`src/rtl/pix_div_search.sv`:
```
module pix_div_search #(
  parameter int FW      = 20,
  parameter int PD_MIN  = 1000,
  parameter int PD_MAX  = 2000,
  parameter int M_FIRST = 7,
  parameter int M_LAST  = 14,
  parameter int P_LAST  = 4
) (
  input  logic          clk,
  input  logic          rst_n,
  input  logic          start,
  input  logic [FW-1:0] req_khz,
  input  logic [FW-1:0] ref_khz,
  input  logic [FW-1:0] vco_min_khz,
  input  logic [FW-1:0] vco_max_khz,
  input  logic [FW-1:0] pclk_max_khz,
  output logic          busy,
  output logic          done,
  output logic          no_solution,
  output logic [31:0]   ctrl_word,
  output logic [FW-1:0] achieved_khz
);
  localparam int DW = FW + 8;
  localparam int VW = FW + 5;
  localparam int CW = $clog2(DW + 1);

  typedef enum logic [2:0] {S_IDLE, S_PCHK, S_MCHK, S_NDIV, S_FDIV, S_NEXTM, S_FIN} st_t;
  st_t st;

  logic [FW-1:0] req_r, ref_r, vmin_r, vmax_r;
  logic [2:0]    p_log;
  logic [3:0]    m_r;
  logic [7:0]    n_r;
  logic [DW:0]   rem;
  logic [DW-1:0] quot, den;
  logic [CW-1:0] cnt;
  logic          best_ok;
  logic [DW-1:0] best_err;
  logic [FW-1:0] best_ach;
  logic [2:0]    best_p;
  logic [7:0]    best_n;
  logic [3:0]    best_m;

  logic [FW-1:0] lo_c, clamp1_c, clamp_c;
  assign lo_c     = vco_min_khz >> 4;
  assign clamp1_c = (req_khz < lo_c) ? lo_c : req_khz;
  assign clamp_c  = (clamp1_c > pclk_max_khz) ? pclk_max_khz : clamp1_c;

  logic [VW-1:0] fvco_c;
  assign fvco_c = VW'(req_r) << p_log;

  logic vco_ok_c, pd_ok_c;
  assign vco_ok_c = (fvco_c >= VW'(vmin_r)) && (fvco_c <= VW'(vmax_r));
  assign pd_ok_c  = (VW'(ref_r) >= VW'(m_r) * VW'(PD_MIN)) &&
                    (VW'(ref_r) <= VW'(m_r) * VW'(PD_MAX));

  logic [DW-1:0] num_n_c, den_n_c, num_f_c, den_f_c;
  assign num_n_c = DW'(fvco_c) * DW'(m_r) * DW'(2) + DW'(ref_r);
  assign den_n_c = DW'(ref_r) << 1;
  assign num_f_c = DW'(ref_r) * DW'(quot[7:0]);
  assign den_f_c = DW'(m_r) << p_log;

  logic [DW:0] trial_c;
  logic        sub_c;
  assign trial_c = {rem[DW-1:0], quot[DW-1]};
  assign sub_c   = trial_c >= {1'b0, den};

  logic          div_fin_c;
  logic [DW-1:0] err_c;
  assign div_fin_c = (cnt == '0);
  assign err_c = (quot > DW'(req_r)) ? quot - DW'(req_r) : DW'(req_r) - quot;

  assign busy = (st != S_IDLE);

  always_ff @(posedge clk or negedge rst_n) begin
    if (!rst_n) begin
      st <= S_IDLE;
      req_r <= '0; ref_r <= '0; vmin_r <= '0; vmax_r <= '0;
      p_log <= '0; m_r <= '0; n_r <= '0;
      rem <= '0; quot <= '0; den <= '0; cnt <= '0;
      best_ok <= 1'b0; best_err <= '0; best_ach <= '0;
      best_p <= '0; best_n <= '0; best_m <= '0;
      done <= 1'b0; no_solution <= 1'b0; ctrl_word <= '0; achieved_khz <= '0;
    end else begin
      if ((st == S_NDIV || st == S_FDIV) && !div_fin_c) begin
        rem  <= sub_c ? trial_c - {1'b0, den} : trial_c;
        quot <= {quot[DW-2:0], sub_c};
        cnt  <= cnt - 1'b1;
      end
      case (st)
        S_IDLE: if (start) begin
          req_r <= clamp_c; ref_r <= ref_khz;
          vmin_r <= vco_min_khz; vmax_r <= vco_max_khz;
          p_log <= '0; best_ok <= 1'b0; done <= 1'b0;
          st <= S_PCHK;
        end
        S_PCHK: begin
          if (vco_ok_c) begin
            m_r <= 4'(M_FIRST);
            st <= S_MCHK;
          end else if (p_log == 3'(P_LAST)) st <= S_FIN;
          else p_log <= p_log + 1'b1;
        end
        S_MCHK: begin
          if (pd_ok_c) begin
            rem <= '0; quot <= num_n_c; den <= den_n_c; cnt <= CW'(DW);
            st <= S_NDIV;
          end else st <= S_NEXTM;
        end
        S_NDIV: if (div_fin_c) begin
          if (quot >= DW'(1) && quot <= DW'(255)) begin
            n_r <= quot[7:0];
            rem <= '0; quot <= num_f_c; den <= den_f_c; cnt <= CW'(DW);
            st <= S_FDIV;
          end else st <= S_NEXTM;
        end
        S_FDIV: if (div_fin_c) begin
          if (!best_ok || err_c < best_err) begin
            best_ok <= 1'b1; best_err <= err_c; best_ach <= quot[FW-1:0];
            best_p <= p_log; best_n <= n_r; best_m <= m_r;
          end
          st <= S_NEXTM;
        end
        S_NEXTM: begin
          if (m_r == 4'(M_LAST)) begin
            if (p_log == 3'(P_LAST)) st <= S_FIN;
            else begin
              p_log <= p_log + 1'b1;
              st <= S_PCHK;
            end
          end else begin
            m_r <= m_r + 1'b1;
            st <= S_MCHK;
          end
        end
        S_FIN: begin
          done <= 1'b1;
          no_solution <= !best_ok;
          ctrl_word <= best_ok ? {13'b0, best_p, best_n, 4'b0, best_m} : 32'b0;
          achieved_khz <= best_ok ? best_ach : '0;
          st <= S_IDLE;
        end
        default: st <= S_IDLE;
      endcase
    end
  end

  assert_p_range_R2: assert property (@(posedge clk) disable iff (!rst_n)
    busy |-> p_log <= 3'(P_LAST));
  assert_m_range_R3: assert property (@(posedge clk) disable iff (!rst_n)
    (st == S_MCHK) |-> (m_r >= 4'(M_FIRST) && m_r <= 4'(M_LAST)));
  assert_n_range_R4: assert property (@(posedge clk) disable iff (!rst_n)
    (st == S_FDIV) |-> (n_r != 8'd0));
  assert_busy_done_R7: assert property (@(posedge clk) disable iff (!rst_n)
    !(busy && done));
  assert_fields_R6: assert property (@(posedge clk) disable iff (!rst_n)
    (done && !no_solution) |-> (ctrl_word[18:16] <= 3'(P_LAST) &&
      ctrl_word[7:0] >= 8'(M_FIRST) && ctrl_word[7:0] <= 8'(M_LAST) &&
      ctrl_word[15:8] != 8'd0 && ctrl_word[31:19] == '0));
  assert_nosol_zero_R9: assert property (@(posedge clk) disable iff (!rst_n)
    (done && no_solution) |-> (ctrl_word == 32'b0 && achieved_khz == '0));
endmodule

```
`config.mk`:
```
export PLATFORM = sky130hd
export DESIGN_NAME = pix_div_search
export DESIGN_NICKNAME = d
export VERILOG_FILES = /design/src/rtl/pix_div_search.sv
export SDC_FILE = /design/constraint.sdc
export NUM_CORES = 2
export LEC_CHECK = 0
export ABC_AREA = 1
export ABC_CLOCK_PERIOD_IN_PS = 9900
export BUFFER_PORTS_ARGS = -buffer_cell sky130_fd_sc_hd__buf_4
export CORE_MARGIN = 3
export CORE_UTILIZATION = 65
export CTS_BUF_LIST = sky130_fd_sc_hd__clkbuf_4
export CTS_CLUSTER_SIZE = 8
export DETAILED_ROUTE_END_ITERATION = 7
export GPL_TIMING_DRIVEN = 0
export PLACE_DENSITY_LB_ADDON = 0.2
export REMOVE_ABC_BUFFERS = 1
export SLEW_MARGIN = 20
export SYNTH_ARGS = -nofsm -noshare
export SYNTH_HDL_FRONTEND = slang
export SYNTH_SLANG_ARGS = --single-unit
export TNS_END_PERCENT = 50
```
`constraint.sdc`:
```
create_clock -name clk -period 9.9 [get_ports clk]
set_input_delay 1.98 -clock clk [delete_from_list [all_inputs] [get_ports clk]]
set_output_delay 1.98 -clock clk [all_outputs]
set_load 0.1 [all_outputs]
```
## After elaboration in Yosys (flattened, before gate mapping)

Cells that the tools add are included.

- Register bits: 306
- Bits of input ports: 103

- Add/sub/neg operators: 7
- Multipliers: 4
- Order comparisons: 11
- Eq/ne operators: 19
- Shift-type cells: 2
- Muxes and demuxes: 48
- Reductions and logical operators: 25

Operators with widths:

| kind | count |
|---|---|
| 28-bit 2-to-1 mux | 8 |
| 29-bit 2-to-1 mux | 5 |
| 28-bit one-hot mux with 2 select lines | 2 |
| 20-bit 2-to-1 mux | 3 |
| 29-bit one-hot mux with 2 select lines | 1 |
| 3-bit 2-to-1 mux | 12 |
| 29-bit by 28-bit >= comparator with 1-bit output | 1 |
| 29-bit by 28-bit subtractor with 29-bit output | 1 |
| 28-bit by 20-bit adder with 28-bit output | 1 |
| 28-bit by 1-bit >= comparator with 1-bit output (second input constant) | 1 |
| 28-bit by 20-bit > comparator with 1-bit output | 1 |
| 28-bit by 8-bit <= comparator with 1-bit output (second input constant) | 1 |
| 28-bit < comparator | 1 |
| 20-bit by 8-bit multiplier with 28-bit output | 1 |
| 4-bit by 3-bit left shift with 28-bit output | 1 |
| 20-bit by 28-bit subtractor with 28-bit output | 1 |
| 28-bit by 20-bit subtractor with 28-bit output | 1 |
| 25-bit by 4-bit multiplier with 27-bit output | 1 |
| 25-bit by 20-bit >= comparator with 1-bit output | 1 |
| 25-bit by 20-bit <= comparator with 1-bit output | 1 |
| 20-bit by 3-bit left shift with 25-bit output | 1 |
| 4-bit by 7-bit multiplier with 11-bit output (second input constant) | 2 |
| 20-bit by 14-bit >= comparator with 1-bit output | 1 |
| 20-bit > comparator | 1 |
| other kinds (31) | 66 |

## Depth between registers and ports, before layout

- Depth in word-level cells: 7
- Mapped depth: 37

## Least setup slack after synthesis

Ideal clock, no wire load.

- Path type: register -> register
- Start: register p_log[0]
- End: register quot[26]
- Data arrival time: 5.221 ns
- Required time: 9.773 ns
- Path slack: 4.552 ns
- Cell stages (with the launch flop): 34
- Cell sequence: dfrtp_1 > buf_6 > buf_4 > buf_4 > buf_2 > nand2_1 > o21ai_0 > mux2i_1 > nand2_1 > o21ai_0 > nor2_1 > fa_1 > inv_1 > fa_1 > inv_1 > ha_1 > nand2_1 > inv_1 > a21oi_1 > nand2_1 > a31oi_1 > xor2_1 > ha_1 > nand2_1 > inv_1 > nand3_1 > nor3_1 > nand4_1 > nand3_1 > a21oi_1 > nor2_1 > nand3_1 > nand3_1 > nand3b_1

- Longest elaborated chain between the ends: 5

Ends and longest elaborated chain:

| item | RTL line | source |
|---|---|---|
| start: declaration | 31 | `logic [2:0] p_log;` |
| start signal: assignment | 102 | `else p_log <= p_log + 1'b1;` |
| start signal: assignment | 128 | `p_log <= p_log + 1'b1;` |
| 20-bit by 3-bit left shift with 25-bit output | 50 | `assign fvco_c = VW'(req_r) << p_log;` |
| 25-bit by 4-bit multiplier with 27-bit output | 58 | `assign num_n_c = DW'(fvco_c) * DW'(m_r) * DW'(2) + DW'(ref_r);` |
| 28-bit by 20-bit adder with 28-bit output | 58 |  |
| 28-bit 2-to-1 mux | 105 | `if (pd_ok_c) begin` |
| 28-bit one-hot mux with 2 select lines | 90 | `case (st)` |
| end signal: assignment | 87 | `quot <= {quot[DW-2:0], sub_c};` |
| end: declaration | 35 | `logic [DW-1:0] quot, den;` |

Every way passes these cells.
A chain may end at the register's enable or synchronous reset.

## Worst setup path after layout

- Start: register p_log[2]
- End: register quot[22]

Same word-level chain as after synthesis.

==> reports/results.ini <==
[yosys]
syn_inst = 4415
ys_ff_latch = 281
synthTopCellsByArea = dfrtp_1 23%, nand2_1 14%, ha_1 12%, fa_1 11%, inv_1 9.5%
synth_warnings = 0
synth_top_area_share_pct = 22.8
synth_area_um2 = 30800
ys_async_sr_fraction_pct = 100
synth_edf_count = 0
synth.most_common_cell = nand2_1
yosys.area.top_type = dfrtp_1
synth_cell_type_count = 58
ys_seq_area_share_pct = 22.8
synth_ff_type = dfrtp_1
synth.avg_cell_area_um2 = 6.98
synthTopCellsByCount = 1132 x nand2_1, 782 x inv_1, 381 x o21ai_0

[critical_path]
end_kind = flop
critical_path_class = reg2reg
crit_fanout = 27
cp.arrival_ps = 8020
worstSetupStartpointType = flop
cp.required_ps = 10600

[clock_tree]
postCtsSetupRepairBufs = 0
clk_latency_ps = 890
ctsResizeCount = 0
cts_buffer_depth = 3
cts_sinks = 281
numCtsBuffers = 80
cts_htree_levels = 3
hold_buffers = 0
cts-root-buf = clkbuf_4
clk_pin_slew_ps = 70
cts_tree = done

[floorplanning]
die_area_um2 = 50100
rows = 79
core_area_um2 = 46700
ios = 158
die_x_um = 224
die_h_um = 224
initial_core_util_pct = 66.1

[placed_design]
placement.io_buffers = 140
placed_cells = 5011
place_ws_ps = 2540
dpl.hpwl_um = 71400
globalplace.congestion = 0.993

[routing]
via_count = 29600
first_iter_violations = 2993
firstDrtPassIters = 8
wirelength_um = 91300
wl_per_cell_um = 17.7
vias_per_cell = 5.74
drc = 2
ant_nets = 0

[min_path]
holdCritPathClass = reg2reg

[sta]
setup_tns_ps = 0
max_slew.worst_pin.slew_ps = 1180
fin_crit_ps = 7320
setup_violations = 0
slew_headroom_pct = 21.5
hold_slack_ps = 462
slew_violations = 0
hold_violations = 0
grt_setup_unrepaired = false
fin_worst_skew_ps = 61.5
finalWorstSetupSlack_ps = 2580
fmax_mhz = 137
period_share_pct = 73.9

[global_route]
antenna_found_initial = 2
grt_pass1_wl_um = 147000
grt_max_degree = 99
grt_pass1_vias = 28500
grt_overflow = 0
grtUsageTotal_pct = 36.8

[run_status]
status = finished, violations left
violations = DRC

[final_layout]
drive_gt1_share_pct = 7.30
fin_cells = 5162
area_growth_pct = 7.60
finalNetCount = 5055

[flow_run]
drv_cap = 0

-- registers in the layout, indices dropped and copies added, names as in the netlist, 5 cells and up --
name and cells:
req_r 20, achieved_khz 20, cnt 5, n_r 8
vmin_r 20, ref_r 20, best_err 28, rem 28
ctrl_word 15, best_n 8, quot 28, vmax_r 20
best_ach 20, den 21
-- placed cells by master, fill, tap and decap left out, types with 37 or more instances in the layout --
cell,count
nand4_1,74
a21oi_1,268
buf_4,139
clkbuf_4,111
o21ai_0,381
fa_1,165
nand2_1,1132
inv_1,779
nor2_1,305
dfrtp_1,277
ha_1,301
xor2_1,76
xnor2_1,37
nand3_1,135
-- worst max-delay path: stages (launching register included) --
cell and delay (ps):
dfrtp_1 950, inv_1 690, o21ai_0 1020, inv_1 200
nor2_1 230, fa_1 430, inv_1 90, fa_1 390
inv_1 70, ha_1 280, nand2_1 80, nand2_1 70
a21oi_1 230, nand2_1 140, a31oi_1 190, xor2_1 100
ha_1 360, nand2_1 130, inv_1 90, nand3_1 120
nor3_1 250, nand4_1 130, nand3_1 230, a21oi_1 130
nor2_1 190, nand2_1 70, nand3_1 150, nand4_1 130
-- cell families after synthesis --
logic type	Yosys count	share of synthesized area [%]
AOI/OAI and AO/OA	846	15.5
xor gates and xnor gates	113	3.21
adders and majority gates	466	22.9
buffers and inverters	967	12.4
DFF	281	22.8
muxes	7	0.227
other	1	0.0122
and+or+nand+nor	1734	23.0
-- cell type report --
cell class / instances / area (µm²)
well taps: 607 / 759
multi-input cells: 3183 / 20100
inverters: 791 / 2970
repair buffers: 149 / 1280
fillers: 4091 / 13500
clock buffers: 111 / 833
flip-flops and latches: 281 / 7040
diodes: 8 / 20.0
clock inverters: 32 / 176
-- per-stage QoR --
stage	cell area, µm²	util, %
after floorplan	30000	-
after global placement	31900	68.3
after detailed placement	32100	68.9
after CTS	33100	71.0
after global routing	33200	71.1
final	33200	71.1
-- worst paths after layout --
path                       slack (ps)            end       from  cells after the start
min in group asynchronous        1090    best_err[5]      rst_n                      1
max                              2580       quot[22]   p_log[2]                     27
min                               460  ctrl_word[12]  best_n[4]                      1
max in group asynchronous        7780      ref_r[17]      rst_n                      2
max reg2reg                      2580       quot[22]   p_log[2]                     27
min reg2reg                       460  ctrl_word[12]  best_n[4]                      1
-- metal layers --
metal	track usage, %	part of all wire (%)	vias up
li1	-	-	14200
met2	58.4	45	1274
met4	17.1	4.9	0
met3	7.55	8.8	316
met5	0	0	-
met1	48.8	42	13800
Power is not shown: default switching activity piles up to over one toggle a cycle in this logic, so the estimate is an artifact.
